**src/rtl/blkcpy_pkg.sv**
```systemverilog
package blkcpy_pkg;
    typedef enum logic [2:0] {
        PH_IDLE = 3'd0,
        PH_RD   = 3'd1,
        PH_WR   = 3'd2,
        PH_GAP  = 3'd3,
        PH_REP  = 3'd4
    } phase_e;

    // flag byte bit positions, read back by the processor core
    localparam int FB_SIGN  = 7;
    localparam int FB_ZERO  = 6;
    localparam int FB_Y     = 5;
    localparam int FB_HALF  = 4;
    localparam int FB_X     = 3;
    localparam int FB_PV    = 2;
    localparam int FB_SUB   = 1;
    localparam int FB_CARRY = 0;
endpackage

```
**src/rtl/blkcpy_seq.sv**
```systemverilog
module blkcpy_seq
    import blkcpy_pkg::*;
#(
    parameter int RD_T  = 3,
    parameter int WR_T  = 3,
    parameter int GAP_T = 2,
    parameter int REP_T = 5,
    parameter int TW    = 3
) (
    input  logic          clk_i,
    input  logic          rst_ni,
    input  logic          start_i,
    input  logic          more_i,
    output phase_e        phase_o,
    output logic [TW-1:0] tstate_o,
    output logic          load_o,
    output logic          grab_o,
    output logic          step_o,
    output logic          done_o
);
    localparam logic [TW-1:0] RD_L  = TW'(RD_T - 1);
    localparam logic [TW-1:0] WR_L  = TW'(WR_T - 1);
    localparam logic [TW-1:0] GAP_L = TW'(GAP_T - 1);
    localparam logic [TW-1:0] REP_L = TW'(REP_T - 1);

    typedef struct packed {
        phase_e        ph;
        logic [TW-1:0] t;
        logic          done;
    } seq_s;

    seq_s s_d, s_q;
    logic [TW-1:0] lim;
    logic          last;

    always_comb begin
        case (s_q.ph)
            PH_RD:   lim = RD_L;
            PH_WR:   lim = WR_L;
            PH_GAP:  lim = GAP_L;
            PH_REP:  lim = REP_L;
            default: lim = '0;
        endcase
        last = (s_q.t == lim);

        s_d      = s_q;
        s_d.done = 1'b0;
        load_o   = 1'b0;
        grab_o   = 1'b0;
        step_o   = 1'b0;

        if (s_q.ph == PH_IDLE) begin
            if (start_i) begin
                load_o  = 1'b1;
                s_d.ph  = PH_RD;
                s_d.t   = '0;
            end
        end else if (last) begin
            s_d.t = '0;
            case (s_q.ph)
                PH_RD: begin
                    grab_o = 1'b1;
                    s_d.ph = PH_WR;
                end
                PH_WR:  s_d.ph = PH_GAP;
                PH_GAP: begin
                    step_o = 1'b1;
                    if (more_i) begin
                        s_d.ph = PH_REP;
                    end else begin
                        s_d.ph   = PH_IDLE;
                        s_d.done = 1'b1;
                    end
                end
                default: s_d.ph = PH_RD;
            endcase
        end else begin
            s_d.t = s_q.t + 1'b1;
        end
    end

    always_ff @(posedge clk_i) begin
        if (!rst_ni) begin
            s_q <= '{ph: PH_IDLE, t: '0, done: 1'b0};
        end else begin
            s_q <= s_d;
        end
    end

    assign phase_o  = s_q.ph;
    assign tstate_o = s_q.t;
    assign done_o   = s_q.done;
endmodule

```
**src/rtl/blkcpy_flags.sv**
```systemverilog
module blkcpy_flags
    import blkcpy_pkg::*;
#(
    parameter int DW = 8
) (
    input  logic [DW-1:0] acc_i,
    input  logic [DW-1:0] byte_i,
    input  logic [7:0]    flags_i,
    input  logic          more_i,
    output logic [7:0]    flags_o
);
    logic [DW-1:0] sum;

    always_comb begin
        sum              = acc_i + byte_i;
        flags_o          = flags_i;
        flags_o[FB_Y]    = sum[5];
        flags_o[FB_X]    = sum[3];
        flags_o[FB_HALF] = 1'b0;
        flags_o[FB_SUB]  = 1'b0;
        flags_o[FB_PV]   = more_i;
    end
endmodule

```
**src/rtl/blkcpy_regs.sv**
```systemverilog
module blkcpy_regs #(
    parameter int AW = 16,
    parameter int DW = 8
) (
    input  logic          clk_i,
    input  logic          rst_ni,
    input  logic          load_i,
    input  logic          grab_i,
    input  logic          step_i,
    input  logic [AW-1:0] src_init_i,
    input  logic [AW-1:0] dst_init_i,
    input  logic [AW-1:0] cnt_init_i,
    input  logic [DW-1:0] acc_init_i,
    input  logic [7:0]    flags_init_i,
    input  logic [DW-1:0] rdata_i,
    input  logic [7:0]    flags_step_i,
    output logic [AW-1:0] src_o,
    output logic [AW-1:0] dst_o,
    output logic [AW-1:0] cnt_o,
    output logic [DW-1:0] byte_o,
    output logic [DW-1:0] acc_o,
    output logic [7:0]    flags_o,
    output logic          more_o
);
    typedef struct packed {
        logic [AW-1:0] src;
        logic [AW-1:0] dst;
        logic [AW-1:0] cnt;
        logic [DW-1:0] dat;
        logic [DW-1:0] acc;
        logic [7:0]    flg;
    } regs_s;

    regs_s r_d, r_q;

    always_comb begin
        r_d = r_q;
        if (load_i) begin
            r_d.src = src_init_i;
            r_d.dst = dst_init_i;
            r_d.cnt = cnt_init_i;
            r_d.acc = acc_init_i;
            r_d.flg = flags_init_i;
        end
        if (grab_i) begin
            r_d.dat = rdata_i;
        end
        if (step_i) begin
            r_d.src = r_q.src + 1'b1;
            r_d.dst = r_q.dst + 1'b1;
            r_d.cnt = r_q.cnt - 1'b1;
            r_d.flg = flags_step_i;
        end
    end

    always_ff @(posedge clk_i) begin
        if (!rst_ni) begin
            r_q <= '0;
        end else begin
            r_q <= r_d;
        end
    end

    assign src_o   = r_q.src;
    assign dst_o   = r_q.dst;
    assign cnt_o   = r_q.cnt;
    assign byte_o  = r_q.dat;
    assign acc_o   = r_q.acc;
    assign flags_o = r_q.flg;
    // a count of 1 is the only one that reaches zero on this step
    assign more_o  = (r_q.cnt != AW'(1));
endmodule

```
**src/rtl/blkcpy_top.sv**
```systemverilog
module blkcpy_top
    import blkcpy_pkg::*;
#(
    parameter int AW    = 16,
    parameter int DW    = 8,
    parameter int RD_T  = 3,
    parameter int WR_T  = 3,
    parameter int GAP_T = 2,
    parameter int REP_T = 5
) (
    input  logic          clk_i,
    input  logic          rst_ni,
    input  logic          start_i,
    input  logic [15:0]   src_init_i,
    input  logic [15:0]   dst_init_i,
    input  logic [15:0]   cnt_init_i,
    input  logic [7:0]    acc_i,
    input  logic [7:0]    flags_i,
    input  logic [7:0]    mem_rdata_i,
    output logic [15:0]   mem_addr_o,
    output logic          mem_rd_o,
    output logic          mem_wr_o,
    output logic [7:0]    mem_wdata_o,
    output logic          busy_o,
    output logic          done_o,
    output logic [2:0]    mcyc_o,
    output logic [2:0]    tstate_o,
    output logic [15:0]   src_o,
    output logic [15:0]   dst_o,
    output logic [15:0]   cnt_o,
    output logic [7:0]    flags_o
);
    localparam int MAX_T = (RD_T > WR_T ? RD_T : WR_T) > (GAP_T > REP_T ? GAP_T : REP_T)
                         ? (RD_T > WR_T ? RD_T : WR_T) : (GAP_T > REP_T ? GAP_T : REP_T);
    localparam int TW    = (MAX_T > 1) ? $clog2(MAX_T) : 1;

    phase_e        phase;
    logic [TW-1:0] tst;
    logic          load, grab, step, more;
    logic [AW-1:0] src_q, dst_q, cnt_q;
    logic [DW-1:0] byte_q, acc_q;
    logic [7:0]    flg_q, flg_step;

    blkcpy_seq #(
        .RD_T (RD_T),
        .WR_T (WR_T),
        .GAP_T(GAP_T),
        .REP_T(REP_T),
        .TW   (TW)
    ) seq_i (
        .clk_i   (clk_i),
        .rst_ni  (rst_ni),
        .start_i (start_i),
        .more_i  (more),
        .phase_o (phase),
        .tstate_o(tst),
        .load_o  (load),
        .grab_o  (grab),
        .step_o  (step),
        .done_o  (done_o)
    );

    blkcpy_regs #(.AW(AW), .DW(DW)) regs_i (
        .clk_i       (clk_i),
        .rst_ni      (rst_ni),
        .load_i      (load),
        .grab_i      (grab),
        .step_i      (step),
        .src_init_i  (src_init_i[AW-1:0]),
        .dst_init_i  (dst_init_i[AW-1:0]),
        .cnt_init_i  (cnt_init_i[AW-1:0]),
        .acc_init_i  (acc_i[DW-1:0]),
        .flags_init_i(flags_i),
        .rdata_i     (mem_rdata_i[DW-1:0]),
        .flags_step_i(flg_step),
        .src_o       (src_q),
        .dst_o       (dst_q),
        .cnt_o       (cnt_q),
        .byte_o      (byte_q),
        .acc_o       (acc_q),
        .flags_o     (flg_q),
        .more_o      (more)
    );

    blkcpy_flags #(.DW(DW)) flags_i0 (
        .acc_i  (acc_q),
        .byte_i (byte_q),
        .flags_i(flg_q),
        .more_i (more),
        .flags_o(flg_step)
    );

    always_comb begin
        mem_addr_o = '0;
        if (phase == PH_RD) begin
            mem_addr_o = 16'(src_q);
        end else if (phase == PH_WR) begin
            mem_addr_o = 16'(dst_q);
        end
    end

    assign mem_rd_o    = (phase == PH_RD);
    assign mem_wr_o    = (phase == PH_WR);
    assign mem_wdata_o = 8'(byte_q);
    assign busy_o      = (phase != PH_IDLE);
    assign mcyc_o      = phase;
    assign tstate_o    = 3'(tst);
    assign src_o       = 16'(src_q);
    assign dst_o       = 16'(dst_q);
    assign cnt_o       = 16'(cnt_q);
    assign flags_o     = flg_q;
endmodule

```
**config.mk**
```make
export PLATFORM = sky130hd
export DESIGN_NAME = blkcpy_top
export DESIGN_NICKNAME = d
export VERILOG_FILES = /design/src/rtl/blkcpy_pkg.sv /design/src/rtl/blkcpy_seq.sv /design/src/rtl/blkcpy_flags.sv /design/src/rtl/blkcpy_regs.sv /design/src/rtl/blkcpy_top.sv
export SDC_FILE = /design/constraint.sdc
export NUM_CORES = 1
export LEC_CHECK = 0
export BUFFER_PORTS_ARGS = -buffer_cell sky130_fd_sc_hd__buf_2
export CAP_MARGIN = 5
export CORE_MARGIN = 10
export CORE_UTILIZATION = 30
export CTS_BUF_LIST = sky130_fd_sc_hd__clkbuf_4
export DETAILED_ROUTE_END_ITERATION = 8
export SLEW_MARGIN = 20
export SYNTH_ARGS = -nofsm -noshare
export SYNTH_HDL_FRONTEND = slang
export SYNTH_HIERARCHICAL = 1
export SYNTH_SLANG_ARGS = --single-unit
```
**constraint.sdc**
```tcl
create_clock -name clk_i -period 4.75 [get_ports clk_i]
set_input_delay 0.2375 -clock clk_i [delete_from_list [all_inputs] [get_ports clk_i]]
set_output_delay 0.2375 -clock clk_i [all_outputs]
set_load 0.02 [all_outputs]
```
==> summary.txt, run 1 <==
Synthesis
  • Synth warn: 6
  • Netlist area before placement: around 4700 sq um
  • Avg Inst Size Synth: approximately 8.1 sq um
  • Syn Inst Count: between 500 and 600

Detailed routing
  • Via-to-Cell Ratio: about 5.3
  • DR iter-0 viols: 289
  • First drt pass iteration count: 5
  • Detailed-route DRC error count: 0
  • Final wirelength: between 15000 and 20000 microns
  • Vias post-DR: approximately 5100
  • DRT antenna net count: 0
  • Per-cell routed wire length: 17.7 microns

Layout
  • # fillers: between 1500 and 2000
  • Area of the multi-input gates: 2890 sq um
  • Share of cells above drive strength 1: 0.283
  • Layout Area Growth over Synthesis: 26.0%
  • Final Instance Area: around 6000 sq um
  • Most common cell after layout, fill and taps aside: buf_2
  • Final nets: 828
  • Most frequent cells in the layout: 162 x buf_2, 77 x dfxtp_1, 60 x a21oi_1, 60 x nor2_1, 38 x nand2_1
  • FF+latch area: 1540 sq um
  • Final Non-Filler Cells: ~960
  • Final Util: 0.390

Placed design
  • Pre-CTS setup slack: ~1800 ps
  • Placed inst area: roughly 5600 sq um
  • Dpl cells: 920
  • IO Port Bufs: ~160
  • Gp weighted congestion: ~0.8
  • DP Wirelength: ~12000 microns

Clocking
  • Num CTS Buffers: 9
  • Post-CTS Repair Setup Buffers: 0
  • CTS tree: built
  • Root buffer cell: clkbuf_4
  • Clk sink count: 77
  • CTS resizes: 0
  • Clock slew at reported path FFs: roughly 140 ps
  • Clock tree buffer depth: 2
  • Hold buffer count at CTS: 24
  • Clock Latency Late Sink: 460 ps
  • # H-tree levels: 3

STA
  • Hold violation total from the final report: 0
  • Max Clock Skew: between 15 and 20 ps
  • Setup-failing EPs final: 0
  • TNS Setup: 0 ps
  • Post-route clock period utilization: 0.616
  • Worst slew pin tran: approximately 930 ps
  • Min cycle time layout: 2920 ps
  • Final Max Slew Viols: 0
  • Final hold slack: 40.7 ps
  • Max_slew headroom: 0.381
  • Worst setup margin: around 1800 ps
  • Unrepaired setup endpoints after global routing: no
  • Max Clk Rate: between 0.3 and 0.4 GHz

Setup path
  • Worst Path Max Fanout: 45
  • Worst R2R Start: seq_i/phase_o[0]
  • Worst EP arrival: around 3300 ps
  • CP Launch Type: register
  • Critical Path Sink Type: register
  • Req. time, crit path: approximately 5000 ps
  • Crit path kind: reg2reg
  • Critical Path Source: seq_i/phase_o[0]

Power and ir drop
  • Power Total: about 2.1 mW
  • Lkg Pwr: 2.51 nW
  • Worst vdd ir: between 0.2 and 0.25 mV
  • Power Density: 352 nW/um^2

Global route
  • Largest net degree at the start of global routing: 59
  • Gr busiest metal: met2
  • Vias in the first global route: slightly below 5000
  • Met2 Use GR: 0.248
  • Met3 GRT Util: 0.0494
  • Initial antenna violation count: 1
  • Met1 usage: 0.200
  • Gr usage total: 0.156
  • GRT overflow: 0
  • Global-route wire length before repair: around 27000 microns

Floorplanning
  • # IOs: 165
  • Die X: roughly 150 microns
  • Placement Rows: 45
  • Initial cell density of the core: 0.309
  • Area of the core: 15300 sq um
  • Die H: 146 microns
  • Die ar.: between 20000 and 25000 sq um

Outcome
  • Outcome: completed

Hold path
  • Worst hold path startpoint: dst_init_i[11]
  • Hold Path Class: in2reg

Run
  • Max-cap viol count: 0
[where the power goes]
group / internal, mW / leakage, nW / total (mW) / switching, mW
clock: 0.0997 / 0.0641 / 0.346 / 0.246
sequential: 0.734 / 0.631 / 0.871 / 0.137
combinational: 0.356 / 1.81 / 0.882 / 0.526
[layer usage]
metal | part of all wire | up-vias
met4 | 0.011 | 0
li1 | - | 2482
met2 | 0.46 | 173
met1 | 0.45 | 2408
met3 | 0.074 | 15
met5 | 0 | -
[worst max-delay path, cell delays in order (launching register included)]
cell and delay, ps:
dfxtp_1 330, buf_4 360, nand2_1 190, nor4_2 170
buf_4 430, buf_4 380, and3b_1 310, nand2_1 150
or3_1 340, a31oi_1 160
[area by class of cell]
cell class                      instances  share of cell area
Timing Repair Buffer                  195               0.187
Sequential cell                        77               0.258
Clock buffer                            9              0.0113
Clock inverter                          7             0.00545
Tap cell                              211              0.0442
Multi-Input combinational cell        447               0.484
Antenna cell                            1            0.000419
Inverter                               14             0.00901
[final timing paths]
check	end	slack (ps)	cells past startpoint
worst max register to register	regs_i/cnt_o[12]	1830	9
worst min register to register	regs_i/byte_o[6]	510	2
worst min-delay path	regs_i/dst_o[11]	40	3
worst max-delay path	regs_i/cnt_o[12]	1830	9
[state kept, by name, indices dropped and copies added (netlist names)]
signal	count
regs_i/flags_o	8
regs_i/dst_o	16
seq_i/done_o	1
regs_i/acc_o	6
regs_i/byte_o	8
seq_i/phase_o	3
regs_i/cnt_o	16
seq_i/tstate_o	3
regs_i/src_o	16
No activity file was read; power rests on OpenSTA's default activity.
==> inputs of run 2 (changes only) <==
Clock period 4.75 ns to 2.81 ns, I/O delays scaled along.
==> summary.txt, run 2 (synthesis results as in run 1) <==
STA
  • Final Max Slew Viols: 0
  • Final hold slack: 43.8 ps
  • Setup-failing EPs final: 0
  • Hold violation total from the final report: 0
  • Worst slew pin tran: between 800 and 900 ps
  • Max Clk Rate: around 0.38 GHz
  • TNS Setup: 0 ps
  • Max Clock Skew: about 22 ps
  • Max_slew headroom: 0.404
  • Min cycle time layout: 2630 ps
  • Unrepaired setup endpoints after global routing: no
  • Post-route clock period utilization: 0.936

Placed design
  • IO Port Bufs: around 160
  • DP Wirelength: 12200 microns
  • Gp weighted congestion: about 0.83

Detailed routing
  • DR iter-0 viols: roughly 280
  • DRT antenna net count: 0
  • First drt pass iteration count: 5
  • Vias post-DR: between 5000 and 6000
  • Final wirelength: about 17000 microns
  • Detailed-route DRC error count: 0
  • Via-to-Cell Ratio: about 5.2
  • Per-cell routed wire length: between 15 and 20 microns

Floorplanning
  • Die ar.: about 21000 sq um
  • # IOs: approximately 170
  • Area of the core: 15300 sq um
  • Placement Rows: 45
  • Initial cell density of the core: 0.309
  • Die X: roughly 150 microns
  • Die H: roughly 150 microns

Power and ir drop
  • Power Density: approximately 570 nW/um^2
  • Lkg Pwr: roughly 2.7 nW
  • Worst vdd ir: 0.233 mV

Layout
  • # fillers: about 1600
  • Share of cells above drive strength 1: 0.278
  • Area of the multi-input gates: just under 3000 sq um
  • Most common cell after layout, fill and taps aside: buf_2
  • FF+latch area: between 1500 and 2000 sq um
  • Final nets: approximately 900
  • Layout Area Growth over Synthesis: 36.4%
  • Most frequent cells in the layout: 162 x buf_2, 76 x dfxtp_1, 64 x dlygate4sd3_1

Global route
  • GRT overflow: 0
  • Global-route wire length before repair: ~27000 microns
  • Met3 GRT Util: 0.0447
  • Gr busiest metal: met2
  • Met1 usage: 0.195
  • Initial antenna violation count: 2
  • Gr usage total: 0.156
  • Largest net degree at the start of global routing: 59
  • Met2 Use GR: 0.252
  • Vias in the first global route: 5096

Setup path
  • CP Launch Type: register
  • Crit path kind: reg2reg
  • Req. time, crit path: approximately 3200 ps
  • Crit path largest cell delay: roughly 550 ps
  • Crit path cell chain: nand2b_1, nor4_4, buf_12, nand3_1, o311a_1, o21a_1, dlygate4sd3_1
  • Worst EP arrival: about 3000 ps
  • Crit path buf inv count: 2
  • CP delay by family, top: simple AND/OR/NAND/NOR gates
  • Worst Path Max Fanout: 25
  • Critical Path Sink Type: register
  • Slowest cell on crit path: dlygate4sd3_1

Clocking
  • Clock slew at reported path FFs: between 100 and 150 ps
  • Num CTS Buffers: 9
  • Clock Latency Late Sink: around 470 ps
  • Clk sink count: a little under 80
  • CTS tree: built
  • # H-tree levels: 3
  • Clock tree buffer depth: 2
  • Root buffer cell: clkbuf_4
  • Post-CTS Repair Setup Buffers: 0

Run
  • Max-cap viol count: 0

Hold path
  • Hold Path Class: in2reg

Outcome
  • Outcome: completed
==> run 2: cell count changes in the layout (fill, tap and decap cells not counted), sizes merged <==
cell         before  now
clkbuf            9   11
buf             171  177
dlygate4sd3      24   64
diode             1    2
clkinvlp          0    1
clkinv            8    5
==> run 2: layout make-up <==
| type | count | share of cell area |
|---|---|---|
| clock inverters | 5 | 0.00426 |
| flip-flops and latches | 77 | 0.239 |
| diodes | 2 | 0.000774 |
| clock buffers | 11 | 0.0128 |
| inverters | 14 | 0.00832 |
| repair buffers | 241 | 0.246 |
| well taps | 211 | 0.0408 |
| multi-input cells | 447 | 0.449 |
==> run 2: where the power goes <==
part | leakage [nW] | switching, mW | internal, mW
sequential | 0.631 | 0.230 | 1.24
clock | 0.0664 | 0.423 | 0.196
combinational | 2.02 | 0.912 | 0.670
total | 2.72 | 1.56 | 2.11
==> run 2: worst reg2reg max path, stage by stage, from the launching register on <==
cell	delay, ps
dfxtp_1	400
nand2b_1	230
nor4_4	300
buf_12	210
nand3_1	280
o311a_1	390
o21a_1	180
dlygate4sd3_1	550
==> run 2: repair_timing <==
item | 4_1_cts | 5_1_grt
gates resized for setup | 0 | 2
endpoints found under the hold margin | 63 | 0
hold buffers | 64 | 0
setup endpoints to repair | 0 | 2
==> run 2: through the flow <==
step	instance area, sq um	utilization	cells	setup slack, ps	power (mW)
2_1_floorplan	4740	-	585	190	2.52
3_5_place_dp	5700	0.372	926	469	2.99
6_report	6460	0.422	1008	179	3.67
5_1_grt	6460	0.422	1008	47.9	3.94
4_1_cts	6450	0.421	1006	121	3.69
3_3_place_gp	5700	0.372	926	499	2.99
==> run 2: worst paths after layout <==
check,from,endpoint,slack (ps),cells after the start
setup / recovery,seq_i/tstate_o[1],regs_i/cnt_o[11],180,7
hold / removal,cnt_init_i[1],regs_i/cnt_o[1],40,4
setup reg to reg,seq_i/tstate_o[1],regs_i/cnt_o[11],180,7
hold reg to reg,regs_i/acc_o[2],regs_i/acc_o[2],510,2
==> run 2: per-layer routing <==
metal  wire length [microns]  vias to the layer above
met5                       0                        -
met4                     304                        0
met3                    1180                       17
met2                    7990                      196
met1                    7760                     2481
li1                        -                     2577
